[config.mk]
export PLATFORM = sky130hd
export DESIGN_NAME = binw_delay_line
export DESIGN_NICKNAME = d
export VERILOG_FILES = /design/src/rtl/binw_delay_pkg.sv /design/src/rtl/binw_delay_seg.sv /design/src/rtl/binw_delay_bypass.sv /design/src/rtl/binw_delay_line.sv
export SDC_FILE = /design/constraint.sdc
export NUM_CORES = 1
export LEC_CHECK = 0
export BUFFER_PORTS_ARGS = -buffer_cell sky130_fd_sc_hd__buf_2
export CAP_MARGIN = 0
export CORE_UTILIZATION = 51
export CTS_BUF_LIST = sky130_fd_sc_hd__clkbuf_8 sky130_fd_sc_hd__clkbuf_16
export CTS_CLUSTER_SIZE = 16
export DETAILED_ROUTE_END_ITERATION = 7
export PLACE_DENSITY_LB_ADDON = 0.2
export SLEW_MARGIN = 20
export SYNTH_ARGS = -nofsm -noshare
export SYNTH_HDL_FRONTEND = slang
export SYNTH_SLANG_ARGS = --single-unit
[constraint.sdc]
create_clock -name clk -period 1.2 [get_ports clk]
set_input_delay 0.06 -clock clk [delete_from_list [all_inputs] [get_ports clk]]
set_output_delay 0.06 -clock clk [all_outputs]
set_load 0.005 [all_outputs]
[src/rtl/binw_delay_pkg.sv]
package binw_delay_pkg;
  // length of segment k in stages
  function automatic int seg_len(input int k);
    return 1 << k;
  endfunction

  // total stages when every segment is in the path
  function automatic int max_delay(input int nseg);
    return (1 << nseg) - 1;
  endfunction
endpackage

[src/rtl/binw_delay_seg.sv]
module binw_delay_seg #(
  parameter int DATA_W = 1,
  parameter int LEN    = 1
) (
  input  logic              clk,
  input  logic              rst_n,
  input  logic              shift_en,
  input  logic [DATA_W-1:0] seg_in,
  output logic [DATA_W-1:0] seg_out
);
  localparam int LAST = LEN - 1;

  logic [DATA_W-1:0] stage_q [LEN];
  logic [DATA_W-1:0] stage_d [LEN];

  // next-state: shift by one position toward the output
  always_comb begin
    for (int i = 0; i < LEN; i++) begin
      if (!shift_en) begin
        stage_d[i] = stage_q[i];
      end else if (i == 0) begin
        stage_d[i] = seg_in;
      end else begin
        stage_d[i] = stage_q[i-1];
      end
    end
  end

  always_ff @(posedge clk or negedge rst_n) begin
    if (!rst_n) begin
      for (int i = 0; i < LEN; i++) stage_q[i] <= '0;
    end else begin
      for (int i = 0; i < LEN; i++) stage_q[i] <= stage_d[i];
    end
  end

  assign seg_out = stage_q[LAST];
endmodule

[src/rtl/binw_delay_bypass.sv]
module binw_delay_bypass #(
  parameter int DATA_W = 1
) (
  input  logic              use_seg,
  input  logic [DATA_W-1:0] thru_val,
  input  logic [DATA_W-1:0] skip_val,
  output logic [DATA_W-1:0] sel_val
);
  always_comb begin
    if (use_seg) sel_val = thru_val;
    else         sel_val = skip_val;
  end
endmodule

[src/rtl/binw_delay_line.sv]
module binw_delay_line
  import binw_delay_pkg::*;
#(
  parameter int DATA_W = 1,
  parameter int CTRL_W = 6
) (
  input  logic              clk,
  input  logic              rst_n,
  input  logic [DATA_W-1:0] din,
  input  logic [CTRL_W-1:0] dly_sel,
  output logic [DATA_W-1:0] dout
);
  localparam int NSEG = CTRL_W;

  // node k is the input of segment k; node NSEG is the line output
  logic [DATA_W-1:0] node [NSEG+1];
  logic [DATA_W-1:0] seg_q [NSEG];

  assign node[0] = din;

  for (genvar k = 0; k < NSEG; k++) begin : g_seg
    // segments shift unconditionally so bypassed ones stay current
    binw_delay_seg #(
      .DATA_W (DATA_W),
      .LEN    (seg_len(k))
    ) u_seg (
      .clk      (clk),
      .rst_n    (rst_n),
      .shift_en (1'b1),
      .seg_in   (node[k]),
      .seg_out  (seg_q[k])
    );

    binw_delay_bypass #(
      .DATA_W (DATA_W)
    ) u_byp (
      .use_seg  (dly_sel[k]),
      .thru_val (seg_q[k]),
      .skip_val (node[k]),
      .sel_val  (node[k+1])
    );
  end

  assign dout = node[NSEG];
endmodule

==> impl_metrics.ini <==
[run_status]
status = finished, violations left
violations = negative setup slack

[drt]
drt_drc_violations_left = 0
wire_per_inst_um = 15.3
wl_um = 2370
final_antenna_net_count = 0
via_per_inst = 4.59
dr.pass1.iters = 2
routed-via-count = 712
first_iter_violations = 38

[synthesis]
synth_cell_types = 12
yosys.cell_count.top_type = dfrtp_1
ys.warnings.count = 0
synth_top_area_cell = dfrtp_1
ys_top_cells_by_area = dfrtp_1 (93%), mux2_4 (1.8%), o41ai_2 (0.95%)
ys_ff_latch = 63
synth_area_um2 = 1700
syn_nets = 87
ys.flop_type = dfrtp_1
synth.top_cells.by_count = dfrtp_1 (63), mux2_4 (2), nand2_1 (2), nand2b_1 (2), o31ai_1 (2)
async_reset_ff_frac = 1.00
syn_inst = 78
ys_seq_area_frac = 0.925
synth_edf_count = 0
synth.avg_cell_area_um2 = 21.8
synth_top_area_share = 0.925

[critical_path]
worstSetupEndpointType = output port
crit_fanout = 3
slowest_delay_ps = 360
critical_path_class = flip-flop to output port
slowest_stage = dfrtp_1
cp.required_ps = 1140
crit_arrival_ps = 1530
path_cells = mux2_4 > o41ai_4 > o31ai_1 > buf_2
cp_num_buf_inv = 1
start_kind = flip-flop
cp_top_family = compound AO/OA/AOI/OAI gates

[power_and_ir_drop]
p_sw_frac = 0.199
p_sw_w = 0.000891
internal_power_w = 0.00358
finalPower_w = 0.00448
p_clk_frac = 0.409
pwr-share-seq = 0.553
max-vdd-ir-drop_mv = 1.22
power.density_nw_per_um2 = 2110
leakage_nw = 0.986
p_comb_frac = 0.037

[grt]
grt.total_usage = 0.162
grt_max_degree = 64
antenna_found_initial = 0
grt_overflow = 0
first_global_vias = 774
grt_pass1_wl_um = 3510

[clocking]
clock_sinks = 63
cts_tree = built
clock_latency_ps = 330
cts_max_level = 3
clkTransAtPathRegs_ps = 70
clock_path_buffers = 2
cts-root-buf = clkbuf_8
numCtsBuffers = 9

[hold_path]
hp-class = primary input to flip-flop

[sta]
finalCritPeriodShare = 1.33
rsz0062_at_grt = true
fmax_mhz = 628
finalSetupViolations = 4
hold_violations = 0
fin_crit_ps = 1590
tightest_slew_ps = 343
maxSlewViolCount = 0
skew_ps = 6.95
setup_ws_ps = -391
relSlewSlack = 0.770

[floorplanning]
dieArea_um2 = 3580
die_w_um = 59.8
die_h_um = 59.8
rows = 20
coreArea_um2 = 3100
ios = 10
initial_core_util = 0.549

[placed_design]
dp_hpwl_um = 1150
dpl_cell_area_um2 = 1820
finalWeightedCongestion = 0.735
port_buffers = 9

[finish]
drive_gt1_frac = 0.324
fill_cells = 223
final_core_util = 0.684
final_net_count = 115
fin_area_um2 = 2120
n_antenna_cell = 0
syn_to_final_growth_pct = 24.5

[run]
drv_cap = 0
-- area by class of cell --
cell class / instances / area (um^2) / area share
Tap cell: 44 / 55.1 / 0.0259
Timing Repair Buffer: 17 / 129 / 0.0607
Clock buffer: 12 / 165 / 0.0778
Multi-Input combinational cell: 15 / 153 / 0.0719
Sequential cell: 63 / 1580 / 0.743
Clock inverter: 4 / 43.8 / 0.0206
-- registers in the layout (all words and copies together) (netlist names) --
| name | flops |
|---|---|
| g_seg.u_seg.stage_q | 57 |
| g_seg.u_seg.seg_out | 6 |
-- cell families (layout without fill, tap and decap cells) --
kind of cell | Yosys count | count (layout) | synth area share
AO/OA/AOI/OAI | 5 | 5 | 0.0279
buffers and inverters | 0 | 33 | 0
flip-flops | 63 | 63 | 0.925
multiplexers | 3 | 3 | 0.0242
AND/OR/NAND/NOR | 7 | 7 | 0.0228
-- per-layer routing --
layer  wire, um  share of wire  track usage  up-vias
li1           -              -            -      307
met1       1090           0.46        0.210      380
met2       1070           0.45        0.183       16
met3        127          0.054        0.104        9
met4         74          0.031        0.140        0
met5          0              0            0        -
-- power by group through the flow --
stage | sequential (W) | combinational [W] | clock, W
finish | 0.00248 | 0.000167 | 0.00183
global route | 0.00250 | 0.000185 | 0.00199
CTS | 0.00248 | 0.000156 | 0.00188
detailed placement | 0.00251 | 0.000129 | 0
global placement | 0.00250 | 0.000125 | 0
floorplan | 0.00247 | 0.0000472 | 0
-- timing repair --
action,CTS,global route
gates resized for setup,2,3
gates cloned,0,0
pin swaps,1,1
buffers inserted,3,1
hold buffers,3,0
hold endpoints to repair,65,0
setup endpoints to repair,4,4
-- final timing paths --
check / start / endpoint / slack, ps / cells after the start
setup / recovery: g_seg[0].u_seg.seg_out$_DFF_PN0_ / dout / -390 / 4
hold / removal: dly_sel[4] / g_seg[5].u_seg.stage_q[31]$_DFF_PN0_ / 20 / 3
setup reg to reg: g_seg[0].u_seg.seg_out$_DFF_PN0_ / g_seg[3].u_seg.stage_q[7]$_DFF_PN0_ / -230 / 4
hold reg to reg: g_seg[5].u_seg.stage_q[7]$_DFF_PN0_ / g_seg[5].u_seg.stage_q[6]$_DFF_PN0_ / 350 / 0
max in group asynchronous: rst_n / g_seg[0].u_seg.seg_out$_DFF_PN0_ / 680 / 3
min in group asynchronous: rst_n / g_seg[5].u_seg.stage_q[6]$_DFF_PN0_ / 260 / 3
-- through the flow --
step,hold slack [ps],setup WS (ps),cells,setup TNS (ps)
2_1_floorplan,-236,-38.1,78,-38.1
3_3_place_gp,82.3,-73.1,132,-200
3_5_place_dp,86.2,-131,132,-391
4_1_cts,8.28,-379,154,-745
5_1_grt,25.1,-455,155,-884
6_report,16.9,-391,155,-732
-- layout by cell type, fill, tap and decap left out --
cell	synthesis	final
a21oi_4	0	1
o41ai_4	0	1
buf_4	0	3
buf_12	0	1
or3b_4	0	1
bufinv_16	0	1
clkinv_2	0	2
nand2_1	2	2
mux2_4	2	3
inv_1	0	1
or2_2	1	1
clkbuf_8	0	12
buf_6	0	1
dlygate4sd3_1	0	3
buf_2	0	9
nand2b_1	2	2
o31ai_1	2	2
nor2_1	1	1
dfrtp_1	63	63
o21a_1	1	1
-- worst min-delay path, cell delays in order --
cell and delay, ps:
buf_2 90, nand2_1 70, o31ai_1 90
(Power assumes the default switching activity.)
